File: config.mk
export PLATFORM = sky130hd
export DESIGN_NAME = fs4_downmix
export DESIGN_NICKNAME = d
export VERILOG_FILES = /design/src/rtl/fs4_mix_pkg.sv /design/src/rtl/fs4_phase_seq.sv /design/src/rtl/fs4_lane_mix.sv /design/src/rtl/fs4_iq_reg.sv /design/src/rtl/fs4_downmix.sv
export SDC_FILE = /design/constraint.sdc
export NUM_CORES = 1
export LEC_CHECK = 0
export BUFFER_PORTS_ARGS = -buffer_cell sky130_fd_sc_hd__buf_2
export CAP_MARGIN = 30
export CORE_ASPECT_RATIO = 1.25
export CORE_MARGIN = 2
export CORE_UTILIZATION = 50
export DETAILED_ROUTE_END_ITERATION = 16
export PLACE_DENSITY = 0.77
export SLEW_MARGIN = 5
export SYNTH_ARGS = -nofsm -noshare
export SYNTH_HDL_FRONTEND = slang
export SYNTH_SLANG_ARGS = --single-unit
File: constraint.sdc
create_clock -name clk -period 1.79 [get_ports clk]
set_input_delay 0.2685 -clock clk [delete_from_list [all_inputs] [get_ports clk]]
set_output_delay 0.2685 -clock clk [all_outputs]
set_load 0.01 [all_outputs]
File: src/rtl/fs4_mix_pkg.sv
package fs4_mix_pkg;
    typedef enum logic [1:0] {
        PH_0   = 2'd0,
        PH_90  = 2'd1,
        PH_180 = 2'd2,
        PH_270 = 2'd3
    } phase_e;

    typedef enum logic [1:0] {
        T_ZERO = 2'd0,
        T_POS  = 2'd1,
        T_NEG  = 2'd2
    } term_e;

    localparam int NUM_LANES = 2;
endpackage

File: src/rtl/fs4_phase_seq.sv
module fs4_phase_seq
    import fs4_mix_pkg::*;
(
    input  logic   clk,
    input  logic   rst,
    input  logic   advance,
    output phase_e phase,
    output term_e  term_i,
    output term_e  term_q
);
    phase_e state_q, state_d;

    // state register
    always_ff @(posedge clk) begin
        if (rst) state_q <= PH_0;
        else     state_q <= state_d;
    end

    // next state: ADVANCE / WRAP / HOLD
    always_comb begin
        state_d = state_q;
        if (advance) begin
            unique case (state_q)
                PH_0:    state_d = PH_90;
                PH_90:   state_d = PH_180;
                PH_180:  state_d = PH_270;
                PH_270:  state_d = PH_0;
                default: state_d = PH_0;
            endcase
        end
    end

    // outputs: cosine term on I, negated sine term on Q
    always_comb begin
        term_i = T_ZERO;
        term_q = T_ZERO;
        unique case (state_q)
            PH_0:    begin term_i = T_POS;  term_q = T_ZERO; end
            PH_90:   begin term_i = T_ZERO; term_q = T_NEG;  end
            PH_180:  begin term_i = T_NEG;  term_q = T_ZERO; end
            PH_270:  begin term_i = T_ZERO; term_q = T_POS;  end
            default: begin term_i = T_ZERO; term_q = T_ZERO; end
        endcase
    end

    assign phase = state_q;

    assert_reset_phase_R1: assert property (@(posedge clk) disable iff (rst)
        $past(rst) |-> state_q == PH_0);
    assert_idle_hold_R2: assert property (@(posedge clk) disable iff (rst)
        !advance |=> $stable(state_q));
    assert_wrap_R11: assert property (@(posedge clk) disable iff (rst)
        (advance && state_q == PH_270) |=> state_q == PH_0);
endmodule

File: src/rtl/fs4_lane_mix.sv
module fs4_lane_mix
    import fs4_mix_pkg::*;
#(
    parameter int IN_W  = 8,
    parameter int OUT_W = IN_W + 1
) (
    input  logic signed [IN_W-1:0]  sample,
    input  term_e                   term,
    output logic signed [OUT_W-1:0] mixed
);
    logic signed [OUT_W-1:0] ext;

    always_comb begin
        ext = OUT_W'(sample);
        unique case (term)
            T_POS:   mixed = ext;
            T_NEG:   mixed = -ext;
            default: mixed = '0;
        endcase
    end
endmodule

File: src/rtl/fs4_iq_reg.sv
module fs4_iq_reg #(
    parameter int OUT_W = 9
) (
    input  logic                    clk,
    input  logic                    rst,
    input  logic                    load,
    input  logic signed [OUT_W-1:0] i_d,
    input  logic signed [OUT_W-1:0] q_d,
    output logic                    valid,
    output logic signed [OUT_W-1:0] i_q,
    output logic signed [OUT_W-1:0] q_q
);
    always_ff @(posedge clk) begin
        if (rst) begin
            valid <= 1'b0;
            i_q   <= '0;
            q_q   <= '0;
        end else begin
            valid <= load;
            if (load) begin
                i_q <= i_d;
                q_q <= q_d;
            end
        end
    end

    assert_latency_R8: assert property (@(posedge clk) disable iff (rst)
        load |=> valid);
    assert_single_strobe_R8: assert property (@(posedge clk) disable iff (rst)
        !load |=> !valid);
    assert_hold_R9: assert property (@(posedge clk) disable iff (rst)
        !load |=> ($stable(i_q) && $stable(q_q)));
endmodule

File: src/rtl/fs4_downmix.sv
module fs4_downmix
    import fs4_mix_pkg::*;
#(
    parameter int IN_W = 8,
    localparam int OUT_W = IN_W + 1
) (
    input  logic                    clk,
    input  logic                    rst,
    input  logic                    in_valid,
    output logic                    in_ready,
    input  logic signed [IN_W-1:0]  in_sample,
    output logic                    out_valid,
    output logic signed [OUT_W-1:0] out_i,
    output logic signed [OUT_W-1:0] out_q
);
    localparam int MAG = 2 ** (IN_W - 1);

    logic   fire;
    phase_e phase;
    term_e  lane_term [NUM_LANES];
    logic signed [OUT_W-1:0] lane_val [NUM_LANES];

    assign in_ready = !rst;
    assign fire     = in_valid && in_ready;

    fs4_phase_seq u_seq (
        .clk     (clk),
        .rst     (rst),
        .advance (fire),
        .phase   (phase),
        .term_i  (lane_term[0]),
        .term_q  (lane_term[1])
    );

    for (genvar g = 0; g < NUM_LANES; g++) begin : g_lane
        fs4_lane_mix #(.IN_W(IN_W), .OUT_W(OUT_W)) u_mix (
            .sample (in_sample),
            .term   (lane_term[g]),
            .mixed  (lane_val[g])
        );
    end

    fs4_iq_reg #(.OUT_W(OUT_W)) u_out (
        .clk   (clk),
        .rst   (rst),
        .load  (fire),
        .i_d   (lane_val[0]),
        .q_d   (lane_val[1]),
        .valid (out_valid),
        .i_q   (out_i),
        .q_q   (out_q)
    );

    assert_no_overflow_R7: assert property (@(posedge clk) disable iff (rst)
        out_valid |-> (int'(out_i) >= -MAG && int'(out_i) <= MAG &&
                       int'(out_q) >= -MAG && int'(out_q) <= MAG));
    assert_one_lane_zero_R12: assert property (@(posedge clk) disable iff (rst)
        out_valid |-> (out_i == '0 || out_q == '0));
endmodule

## Yosys cells after proc, flatten, opt, wreduce, memory -nomap -nowiden

Cells that the tools add are included.

- Input bits: 11
- Flip-flop bits (word level): 21
- Word-level logic and storage cells: 22
- Output and inout port bits: 20

- $add $sub $neg: 1
- Equality and inequality tests: 7
- Reduce and logical (&&, ||, !) cells: 5
- Muxes and demuxes: 5

Operators with widths:

| cell | count |
|---|---|
| $pmux 9 s2 | 2 |
| $pmux 2 s3 | 2 |
| $neg 8->9 | 1 |
| $eq 2x2->1 const B | 4 |
| $pmux 2 s4 | 1 |
| $eq 2x1->1 const B | 3 |
| $reduce_or 2->1 | 2 |
| $logic_not 2->1 | 1 |
| $logic_and 1x1->1 | 1 |
| $logic_not 1->1 | 1 |

## Depth between registers and ports, before layout

- Word-level depth: 5
- Depth in mapped cells: 7
- Mapped depth without buffers: 6

## By module

From an unflattened synthesis, not the netlist that was laid out.

- Cell total of the unflattened synthesis: 179
- Area, all modules: 1460.2 um^2

By module, submodules not included:

| module | instances | cells each | sequential area each (um^2) | area an instance (um^2) |
|---|---|---|---|---|
| fs4_iq_reg | 1 | 60 | 380.4 | 675.6 |
| fs4_lane_mix | 2 | 52 | 0.0 | 324.1 |
| fs4_phase_seq | 1 | 13 | 40.0 | 126.4 |
| fs4_downmix | 1 | 2 | 0.0 | 10.0 |

## Worst setup path after synthesis

OpenSTA, ideal clock, no wires.

- Kind: in2reg
- From: in in_sample[3]
- To: reg u_out.q_q[7]
- Data required time: 1648 ps
- Setup slack: 267 ps
- Path buffers: 1
- Data arrival time: 1381 ps
- Setup time: 142 ps
- Stages on the path: 5
- Cell sequence: buf_4 or4_4 or3_1 nand3_1 a311oi_1

- Cells in the longest elaborated chain, start to end: 2

Ends and longest elaborated chain:

| item | RTL line | RTL |
|---|---|---|
| start, declared | fs4_downmix.sv:11 | `input logic signed [IN_W-1:0] in_sample,` |
| $neg 8->9 | fs4_lane_mix.sv:17 | `T_NEG: mixed = -ext;` |
| $pmux 9 s2 | fs4_lane_mix.sv:15 | `unique case (term)` |
| end signal, assigned | fs4_iq_reg.sv:22 | `q_q <= q_d;` |
| end, declared | fs4_iq_reg.sv:11 | `output logic signed [OUT_W-1:0] q_q` |

Every way passes these cells.
A chain may end at the register's enable or synchronous reset.

## Final worst setup path

- From: reg u_seq.state_q[0], in the netlist u_seq.phase[0]
- To: reg u_out.q_q[5]

- Cells in the longest elaborated chain, start to end: 5
- Elaborated cells on any way between the ends: 9
- Classes of those cells: eq/ne (5); mux (2); reduce/logical (2)

Ends and longest elaborated chain:

| item | RTL line | RTL |
|---|---|---|
| start, declared | fs4_phase_seq.sv:11 | `phase_e state_q, state_d;` |
| start signal, assigned | fs4_phase_seq.sv:16 | `else state_q <= state_d;` |
| $eq 2x2->1 / $logic_not 2->1 (equally long branches) | fs4_phase_seq.sv:37 | `unique case (state_q)` |
| $reduce_or 2->1 (no source line) | - |  |
| $pmux 2 s3 * | fs4_phase_seq.sv:37 |  |
| $eq 2x2->1 / $eq 2x1->1 (equally long branches) | fs4_lane_mix.sv:15 |  |
| $pmux 9 s2 * | fs4_lane_mix.sv:15 |  |

Mark *: on every way between the ends. The rest lies on a longest branch, timed or not.

==> reports/qor.txt <==
First-pass GRT wire length: 4105 µm
CTS Buffer Depth: 2
GRT Util Overall: 0.2023
Final GP Congestion: 0.7862
Rel. slew slack: 0.6808
Clock slew at the register clock pins of the worst setup and hold paths: 0.11 ns
Cells after Synth: 141
Crit path required time: 2.01 ns
Final Skew: 0.002685 ns
Area of the multi-input gates: 629.4 µm²
Peak VDD IR: 0.0005631 V
TritonCTS buffer count: 3
Worst Hold Class: input port to flop
DR WL/cell: 12.36 µm
Final worst-path cycle share: 0.8315
Clock power share: 0.232
Initial Util: 0.5269
Switching share of power: 0.2999
Antenna viol nets, final: 0
Post-Synthesis Cell Area: 1152 µm²
CTS Sinks: 21
I/O Pins: 31
Ratio of cells with drive above 1 in the final layout: 0.2454
Number of synthesized flops with an enable pin: 0
Main synth FF type: dfxtp_1
DR vias: 1086
Vias in the first global route: 1015
Placement Rows: 19
Grt ovf: 0
Setup CP Type: flop to flop
Worst hold margin: 0.2692 ns
Crit path DAT: 1.71 ns
Initial antenna violation count: 0
MaxCap Viol Count: 0
Hold violation count in the final report: 0
DRC violations left: 0
Design area: 1308 µm²
CTS tree: done
Die width: 46.94 µm
Unrepaired setup endpoints after global routing: false
Core box area: 2187 µm²
Distinct cell type count of the synthesized netlist: 35
Post-CTS sizing: 0
Ant. Diodes: 0
Vias per cell: 5.598
First-pass DRT Iterations: 4
Mean post-synth cell area: 8.173 µm²
Initial drt markers: 29
Largest net degree at the start of global routing: 22
Minimum clock period: 1.488 ns
Status: completed
Die Ht: 57.68 µm
Pwr/cell area: 736.4 nW/µm²
Total die area: 2707 µm²
Leakage Power: 0.5907 nW
CP Capture Type: flop
Total Nets Final: 180
CTS H-tree depth: 1
CTS Hold Bufs: 0
Pwr Total: 0.9628 mW
Setup-failing EPs final: 0
Final Routed Wirelength: 2398 µm
Dpl hpwl: 1815 µm
Worst slew pin tran: 0.4766 ns
Combinational power share: 0.230
Post-CTS setup buffer count: 0
Max Slew Vio Count: 0
Fmax: 671.9 MHz
Post-DP Area: 1280 µm²
Syn nets: 157
Yosys Warn Count: 0
Root buffer cell: clkbuf_4
Buffers on Ports: 30
Fraction of power consumed by sequential logic: 0.538
Fillers: 221
Share of the yosys chip area belonging to registers: 0.3648
Internal power: 0.6740 mW
Switching power: 0.2888 mW
Async SR Flop Fraction: 0
Clock latency on the worst-skew pair: 0.30 ns
Crit-path max FO: 13
Register area: 420.4 µm²
Setup TNS: 0 ns
Startpoint Class: flop
FF+latch count, synth: 21
P&R area growth vs syn: 13.46%
[metrics by stage]
stage / utilization / cells / setup slack (ns)
after CTS: 0.5978 / 194 / 0.2761
after detailed placement: 0.5852 / 190 / 0.06382
after global placement: 0.5852 / 190 / 0.1051
final: 0.5978 / 194 / 0.3016
after global routing: 0.5978 / 194 / 0.1606
after floorplan: - / 141 / 0.2670
[path summary, 6_finish.rpt]
| kind | cells after the start | end | slack [ns] | from |
|---|---|---|---|---|
| max | 5 | u_out.q_q[5]$_SDFFE_PP0P_ | 0.30 | u_seq.phase[0]$_SDFFE_PP0P_ |
| min | 3 | u_out.q_q[0]$_SDFFE_PP0P_ | 0.27 | in_sample[0] |
| max reg2reg | 5 | u_out.q_q[5]$_SDFFE_PP0P_ | 0.30 | u_seq.phase[0]$_SDFFE_PP0P_ |
| min reg2reg | 2 | u_out.i_q[0]$_SDFFE_PP0P_ | 0.48 | u_out.i_q[0]$_SDFFE_PP0P_ |
[cells in the final DEF (no fill, tap or decap), types with 6 or more instances in the layout]
cell type  Yosys  routed
a211oi_1       8       8
nor3_1         6       6
buf_2          4      30
dfxtp_1       21      21
a21oi_1        8       8
nor2_1        20      20
inv_1          7       7
nand2_1       10      10
[worst max-delay path, cell delays in order, from the launching register on]
cell and delay [ns]:
dfxtp_1 0.43, ha_1 0.44, nand2_1 0.09, nor4_1 0.17, a211oi_1 0.08, o31ai_1 0.20
[Yosys cell counts, types with 4 or more instances]
cell,number,area share
nor3_1,6,0.026
nor2_1,20,0.065
clkbuf_1,6,0.020
a311oi_1,5,0.038
ha_1,5,0.054
a211oi_1,8,0.052
a21oi_1,8,0.035
dfxtp_1,21,0.36
inv_1,7,0.023
nand3_1,5,0.022
nand2_1,10,0.033
buf_2,4,0.017
[registers in the layout (all words and copies together) (netlist names)]
register / flops
u_seq.phase: 2
u_out.i_q: 9
u_out.q_q: 9
u_out.valid: 1
[per-layer routing]
layer  GRT usage  vias up  share of wire
met5           0        -              0
met4     0.07937        0          0.011
met3     0.03115        4          0.046
met2      0.3581       25           0.53
met1      0.2327      512           0.41
li1            -      545              -
[cell type report]
type	count	area share
Clock buffer	3	0.01722
Clock inverter	1	0.003828
Inverter	7	0.02010
Multi-Input combinational cell	99	0.4813
Sequential cell	21	0.3215
Tap cell	31	0.02967
Timing Repair Buffer	32	0.1263
[cells by family after synthesis]
kind of cell	after synthesis	synth area share
XOR/XNOR	3	0.02281
flip-flops	21	0.3648
AO/OA/AOI/OAI	36	0.2302
AND/OR/NAND/NOR	54	0.2302
buffers and inverters	21	0.08904
multiplexers	1	0.008687
adder cells (fa/ha/maj)	5	0.05429
[power by group through the flow]
| stage | Sequential, mW | Combinational, mW | Clock (mW) |
|---|---|---|---|
| final | 0.518 | 0.222 | 0.223 |
| after CTS | 0.518 | 0.224 | 0.233 |
| after floorplan | 0.543 | 0.143 | 0 |
| after global routing | 0.523 | 0.248 | 0.258 |
| after detailed placement | 0.529 | 0.223 | 0 |
| after global placement | 0.527 | 0.216 | 0 |
Power figures use the tool's default switching activity.
